--- config.mk ---
export PLATFORM = sky130hd
export DESIGN_NAME = ipi_cmd_unit
export DESIGN_NICKNAME = d
export VERILOG_FILES = /design/src/rtl/ipi_pkg.sv /design/src/rtl/ipi_cmd_regs.sv /design/src/rtl/ipi_launch.sv /design/src/rtl/ipi_cmd_unit.sv
export SDC_FILE = /design/constraint.sdc
export NUM_CORES = 1
export LEC_CHECK = 0
export BUFFER_PORTS_ARGS = -buffer_cell sky130_fd_sc_hd__buf_2
export CAP_MARGIN = 20
export CORE_ASPECT_RATIO = 1.2
export CORE_UTILIZATION = 37
export DETAILED_ROUTE_END_ITERATION = 8
export GPL_TIMING_DRIVEN = 0
export PLACE_DENSITY_LB_ADDON = 0.3
export SYNTH_ARGS = -nofsm -noshare
export SYNTH_HDL_FRONTEND = slang
export SYNTH_SLANG_ARGS = --single-unit
--- constraint.sdc ---
create_clock -name clk_i -period 2.2 [get_ports clk_i]
set_input_delay 0.44 -clock clk_i [delete_from_list [all_inputs] [get_ports clk_i]]
set_output_delay 0.44 -clock clk_i [all_outputs]
set_load 0.005 [all_outputs]
--- src/rtl/ipi_pkg.sv ---
package ipi_pkg;
  localparam int WORD_W    = 32;
  localparam int VEC_W     = 8;
  localparam int MODE_W    = 3;
  localparam int DEST_W    = 8;
  localparam int MODE_LSB  = 8;
  localparam int BUSY_BIT  = 12;
  localparam int ASRT_BIT  = 14;
  localparam int LEVEL_BIT = 15;
  localparam int BCAST_BIT = 19;
  localparam int DEST_LSB  = 24;

  localparam logic [MODE_W-1:0] MODE_FIXED = 3'b000;
  localparam logic [MODE_W-1:0] MODE_INIT  = 3'b101;
  localparam logic [MODE_W-1:0] MODE_START = 3'b110;

  localparam logic [WORD_W-1:0] LOW_MASK =
      WORD_W'((1 << VEC_W) - 1)
    | (WORD_W'((1 << MODE_W) - 1) << MODE_LSB)
    | (WORD_W'(1) << ASRT_BIT)
    | (WORD_W'(1) << LEVEL_BIT)
    | (WORD_W'(1) << BCAST_BIT);

  localparam logic [WORD_W-1:0] HIGH_MASK = WORD_W'((1 << DEST_W) - 1) << DEST_LSB;

  typedef struct packed {
    logic             bcast;
    logic             level;
    logic             asrt;
    logic [MODE_W-1:0] mode;
    logic [VEC_W-1:0]  vector;
  } ipi_low_t;
endpackage

--- src/rtl/ipi_cmd_regs.sv ---
module ipi_cmd_regs
  import ipi_pkg::*;
#(
  parameter int ADDR_W    = 12,
  parameter int LOW_OFFS  = 'h300,
  parameter int HIGH_OFFS = 'h310
) (
  input  logic              clk_i,
  input  logic              rst_ni,
  input  logic              we_i,
  input  logic [ADDR_W-1:0] addr_i,
  input  logic [WORD_W-1:0] wdata_i,
  input  logic              busy_i,
  output logic [WORD_W-1:0] rdata_o,
  output logic              launch_o,
  output ipi_low_t          cmd_o,
  output logic [DEST_W-1:0] dest_o
);
  logic              sel_lo, sel_hi;
  logic [WORD_W-1:0] lo_q, hi_q;

  assign sel_lo   = (addr_i == ADDR_W'(LOW_OFFS));
  assign sel_hi   = (addr_i == ADDR_W'(HIGH_OFFS));
  assign launch_o = we_i & sel_lo & ~busy_i;

  always_ff @(posedge clk_i or negedge rst_ni) begin
    if (!rst_ni) begin
      lo_q <= '0;
      hi_q <= '0;
    end else begin
      if (launch_o)      lo_q <= wdata_i & LOW_MASK;
      if (we_i && sel_hi) hi_q <= wdata_i & HIGH_MASK;
    end
  end

  always_comb begin
    if (sel_lo)      rdata_o = lo_q | (WORD_W'(busy_i) << BUSY_BIT);
    else if (sel_hi) rdata_o = hi_q;
    else             rdata_o = '0;
  end

  assign cmd_o.vector = lo_q[VEC_W-1:0];
  assign cmd_o.mode   = lo_q[MODE_LSB +: MODE_W];
  assign cmd_o.asrt   = lo_q[ASRT_BIT];
  assign cmd_o.level  = lo_q[LEVEL_BIT];
  assign cmd_o.bcast  = lo_q[BCAST_BIT];
  assign dest_o       = hi_q[DEST_LSB +: DEST_W];
endmodule

--- src/rtl/ipi_launch.sv ---
module ipi_launch
  import ipi_pkg::*;
(
  input  logic              clk_i,
  input  logic              rst_ni,
  input  logic              launch_i,
  input  logic              ready_i,
  input  logic [DEST_W-1:0] dest_i,
  output logic              valid_o,
  output logic [DEST_W-1:0] dest_o
);
  logic              valid_q;
  logic [DEST_W-1:0] dest_q;

  always_ff @(posedge clk_i or negedge rst_ni) begin
    if (!rst_ni) begin
      valid_q <= 1'b0;
      dest_q  <= '0;
    end else if (launch_i) begin
      valid_q <= 1'b1;
      dest_q  <= dest_i;  // snapshot: later upper-word writes stay out of the message
    end else if (valid_q && ready_i) begin
      valid_q <= 1'b0;
    end
  end

  assign valid_o = valid_q;
  assign dest_o  = dest_q;

  a_r2_launch_raises: assert property (@(posedge clk_i) disable iff (!rst_ni)
    launch_i |=> valid_o);
  a_r4_hold_stall: assert property (@(posedge clk_i) disable iff (!rst_ni)
    (valid_o && !ready_i) |=> (valid_o && $stable(dest_o)));
  a_r5_clear_after_accept: assert property (@(posedge clk_i) disable iff (!rst_ni)
    (valid_o && ready_i) |=> !valid_o);
  a_r6_no_relaunch: assert property (@(posedge clk_i) disable iff (!rst_ni)
    valid_o |-> !launch_i);
endmodule

--- src/rtl/ipi_cmd_unit.sv ---
module ipi_cmd_unit
  import ipi_pkg::*;
#(
  parameter int ADDR_W    = 12,
  parameter int LOW_OFFS  = 'h300,
  parameter int HIGH_OFFS = 'h310
) (
  input  logic              clk_i,
  input  logic              rst_ni,
  input  logic              bus_we_i,
  input  logic [ADDR_W-1:0] bus_addr_i,
  input  logic [31:0]       bus_wdata_i,
  output logic [31:0]       bus_rdata_o,
  output logic              msg_valid_o,
  input  logic              msg_ready_i,
  output logic [7:0]        msg_vector_o,
  output logic [2:0]        msg_mode_o,
  output logic              msg_assert_o,
  output logic              msg_level_o,
  output logic              msg_bcast_o,
  output logic [7:0]        msg_dest_o
);
  logic              launch;
  logic              busy;
  ipi_low_t          cmd;
  logic [DEST_W-1:0] hi_dest;

  ipi_cmd_regs #(
    .ADDR_W   (ADDR_W),
    .LOW_OFFS (LOW_OFFS),
    .HIGH_OFFS(HIGH_OFFS)
  ) u_regs (
    .clk_i   (clk_i),
    .rst_ni  (rst_ni),
    .we_i    (bus_we_i),
    .addr_i  (bus_addr_i),
    .wdata_i (bus_wdata_i),
    .busy_i  (busy),
    .rdata_o (bus_rdata_o),
    .launch_o(launch),
    .cmd_o   (cmd),
    .dest_o  (hi_dest)
  );

  ipi_launch u_launch (
    .clk_i   (clk_i),
    .rst_ni  (rst_ni),
    .launch_i(launch),
    .ready_i (msg_ready_i),
    .dest_i  (hi_dest),
    .valid_o (busy),
    .dest_o  (msg_dest_o)
  );

  assign msg_valid_o  = busy;
  assign msg_vector_o = cmd.vector;
  assign msg_mode_o   = cmd.mode;
  assign msg_assert_o = cmd.asrt;
  assign msg_level_o  = cmd.level;
  assign msg_bcast_o  = cmd.bcast;

  a_r3_status_reads_busy: assert property (@(posedge clk_i) disable iff (!rst_ni)
    (bus_addr_i == ADDR_W'(LOW_OFFS)) |-> (bus_rdata_o[BUSY_BIT] == msg_valid_o));
  a_r6_busy_write_dropped: assert property (@(posedge clk_i) disable iff (!rst_ni)
    (bus_we_i && bus_addr_i == ADDR_W'(LOW_OFFS) && msg_valid_o)
      |=> $stable({msg_vector_o, msg_mode_o, msg_assert_o, msg_level_o, msg_bcast_o}));
  a_r7_high_no_send: assert property (@(posedge clk_i) disable iff (!rst_ni)
    (bus_we_i && bus_addr_i == ADDR_W'(HIGH_OFFS) && !msg_valid_o) |=> !msg_valid_o);
  a_r4_fields_stall: assert property (@(posedge clk_i) disable iff (!rst_ni)
    (msg_valid_o && !msg_ready_i)
      |=> $stable({msg_vector_o, msg_mode_o, msg_assert_o, msg_level_o, msg_bcast_o}));
endmodule

# ---- Yosys cells after proc, flatten, opt, wreduce, memory -nomap -nowiden
# Index checks and enable logic that the tools add are counted.
dict set report totals {
  regBits 31
  in_bits 48
  out_inout_bits 55
  wordCells 17
}
dict set report op_classes {
  n_eq_ne 2
  muxes 4
  bitwise_logic 4
  reduce_logical 3
}
# cell count
set ops {}
lappend ops {{2-to-1 mux 32 bit} 2}
lappend ops {{equality test 12 x 10 -> 1 bit (second input constant)} 2}
lappend ops {{bitwise OR 20 x 13 -> 20 bit} 1}
lappend ops {{AND 1 bit} 2}
lappend ops {{logical AND 1 bit} 2}
lappend ops {{2-to-1 mux 1 bit} 2}
lappend ops {{nonzero test 2 bit} 1}
lappend ops {{NOT 1 bit} 1}

# ---- Longest topological paths before layout
dict set report logic_depth {
  depth_word 4
  mapped_depth 5
  depth_no_buf 3
}

# ---- By module
# Synthesis repeated with hierarchy kept, for this count alone.
dict set report hier_totals {
  cells_unflattened 111
  area_unflattened_um2 1545.2
}
# module instances cells_per_inst area_each_um2 seq_area_each_um2
set modules_own_cells {}
lappend modules_own_cells {ipi_cmd_regs 1 91 1176.1 550.5}
lappend modules_own_cells {ipi_launch 1 20 369.1 225.2}

# ---- Least setup slack after synthesis
# OpenSTA, ideal clock, no wires.
dict set report synth_timing {
  path_type {input to output}
  startpoint {input port bus_addr_i[11]}
  endpoint {output port bus_rdata_o[10]}
  arrival_ps 1847
  required_time_ps 1760
  path_slack_ps -87
  path_stages 4
  path_buffers 1
  cell_sequence {or4_4 nor4_1 clkbuf_1 and2_1}
}
dict set report synth_via {
  elab_chain_len 2
}
# element line
set synth_rtl {}
lappend synth_rtl {{start: declaration} ipi_cmd_unit.sv:11} ;# input logic [ADDR_W-1:0] bus_addr_i,
lappend synth_rtl {{equality test 12 x 10 -> 1 bit} ipi_cmd_regs.sv:22} ;# assign sel_lo = (addr_i == ADDR_W'(LOW_OFFS));
lappend synth_rtl {{2-to-1 mux 32 bit} ipi_cmd_regs.sv:37} ;# if (sel_lo) rdata_o = lo_q | (WORD_W'(busy_i) << BUSY_BIT);
lappend synth_rtl {{end: declaration} ipi_cmd_unit.sv:13} ;# output logic [31:0] bus_rdata_o,
# Every way passes these cells.

# ---- Worst setup path in the final report
dict set report layout_timing {
  startpoint {input port bus_addr_i[11]}
  endpoint {output port bus_rdata_o[12]}
}
# Same word-level chain as after synthesis.

==> results.txt <==
Status - complete, but fails checks
Failing checks - negative setup slack
GRT overflow - 0
Kind of critical path - input port to output pin
IO Pins - 103
DRC errors left - 0
H-Tree Depth - 2
Initial DRC Count - 36
Die Y - 72.8 µm
Clock-pin slew on the worst setup and hold paths - 0.06 ns
Final core occ - 58.0%
Setup TNS - -2.20 ns
Overall Global Routing Usage - 15.1%
Via/cell ratio - 4.46
Relative slew margins - 36.4%
Full die area - 4440 µm²
Most area-consuming cells after synthesis - dfrtp_1 50%, mux2_4 18%, and2_1 9.3%, mux2_2 8.0%, buf_4 4.4%
Clock sinks - 31
Leak - 1.37 nW
Netlist cell types - 18
Row count - 25
CTS buffer count - 5
Clock Latency Late Sink - 0.27 ns
Via Count - 1174
Startpoint types - input port
Synth Flop Type - dfrtp_1
WL per Instance - 12.4 µm
Count leader, synth - dfrtp_1
Top post-synthesis cells by count - 31 x dfrtp_1, 23 x and2_1, 19 x mux2_4
Critical path peak fanout - 10
Period utilisation layout - 105%
Top Metal Used - met4
Final WL - 3270 µm
Core Area - 3970 µm²
Routed met3 length - 309 µm
Max-cap violations - 0
Worst Tran Pin Value - 0.947 ns
Routed length on met1 - 1340 µm
Post-route insts no fill - 263
Final hold vios - 0
Clk buf depth - 2
First-pass GRT wire length - 4810 µm
RSZ-0062 raised after global routing - true
Port Buffers - 83
Clk root buf - clkbuf_8
Routed wl met2 - 1580 µm
Post-DP HPWL - 2300 µm
Placement Setup Slack - -0.707 ns
Ys async rst share - 100%
Antenna violations before repair - 0
Layout cells sized above 1 - 72.7%
Vias in the first global route - 1073
Clock period minus worst slack - 2.32 ns
Nets - 258
Post-synth top area share - 50.2%
Highest Clock Rate - 431 MHz
Register area share after synthesis - 50.2%
Syn Area/Cell - 14.0 µm²
Pre-antenna DRT Iters - 2
Slew Viols, Final - 0
Synth-to-layout area growth - 49.1%
Antenna cells - 0
Starting density of the core - 38.9%
CTS Hold Bufs - 0
Syn Inst Count - 110
Yosys warns - 0
Setup violations, final - 31
CTS tree - done
Placed cells - 255
Placed instance area - 2060 µm²
Worst VDD drop - 0.000309 V
Hold crit path type - input port to async pin
PwrDens - 449 nW/µm²
Largest area contributor in the netlist - dfrtp_1
Largest net degree at the start of global routing - 32
Worst setup margin - -0.119 ns
Final RePlAce weighted congestion - 0.690
Final ANT Viol Nets - 0
Synthesized area - 1550 µm²
Setup crit end kind - output pin
Arrival @ worst endpoint - 1.88 ns
CP Data Required Time - 1.76 ns
Seq cells post-synth - 31
Number of enable flip-flop cells after synthesis - 0
Die width - 61.0 µm
Clock Skews - 0.00401 ns
Final Cell Area - 2300 µm²
## sequential cells by signal, summed over array words and instances (netlist names)
name	count
u_launch.valid_o	1
u_regs.hi_q	8
u_launch.dest_o	8
u_regs.lo_q	14
## metrics by stage
stage	hold slack [ns]	power, mW
2_1_floorplan	0.144	0.607
3_3_place_gp	0.495	0.651
3_5_place_dp	0.488	0.652
4_1_cts	0.226	1.06
5_1_grt	0.263	1.08
6_report	0.207	1.04
## path summary, 6_finish.rpt
check	from	end	slack, ns	cells after the start
max	bus_addr_i[11]	bus_rdata_o[12]	-0.12	6
min	rst_ni	u_regs.lo_q[5]	0.21	1
max reg2reg	u_launch.valid_o	u_regs.lo_q[1]	0.10	5
min reg2reg	u_launch.dest_o[5]	u_launch.dest_o[5]	0.50	1
max in group asynchronous	rst_ni	u_launch.valid_o	1.55	1
min in group clk_i	msg_ready_i	u_launch.valid_o	0.35	2
## cell type report
class	count	area, µm²
inverters	2	7.51
plain buffers	13	133
well taps	54	67.6
repair buffers	85	515
fillers	341	1670
flip-flops and latches	31	776
clock buffers	6	72.6
multi-input cells	72	732
## report_power, final
| group | internal [mW] | total (mW) | leakage, nW | switching [mW] |
|---|---|---|---|---|
| logic | 0.0402 | 0.0722 | 0.896 | 0.0320 |
| registers | 0.572 | 0.574 | 0.433 | 0.00129 |
| clock network | 0.210 | 0.390 | 0.0371 | 0.180 |
## worst max-delay path: stages
cell and delay [ns]:
buf_6 0.09, or4_4 0.58, nor4_4 0.33, clkbuf_8 0.22, and2_1 0.12, buf_2 0.11
## placed cells by master (no fill, tap or decap), types with 2 or more instances in the layout
master and count:
buf_12 2, mux2_4 19, clkbuf_8 6, buf_4 10, conb_1 9, inv_1 2
buf_2 70, dfrtp_1 31, nor4_4 2, and2_1 10, and2_4 13, mux2_2 11
buf_6 15, or4_4 2
## routing by layer
layer	up-vias	track usage, %
li1	554	-
met1	546	17.0
met2	68	24.7
met3	6	6.38
met4	0	6.31
met5	-	0
## cells by family (layout without fill, tap and decap cells)
logic type             count (synthesis)  count (layout)  synth area share [%]
AOI/OAI and AO/OA                      1               1                 0.324
buffers and inverters                 15             106                  8.42
DFF                                   31              31                  50.2
muxes                                 30              30                  26.5
other                                  1               9                 0.243
and+or+nand+nor                       32              32                  14.3
## repair_timing
item	4_1_cts	5_1_grt
endpoints found under the setup margin	31	31
pin swaps	14	2
hold endpoints to repair	0	0
resized for setup	16	17
setup buffers	2	0
Note: power is estimated with default switching activity, not from simulation.
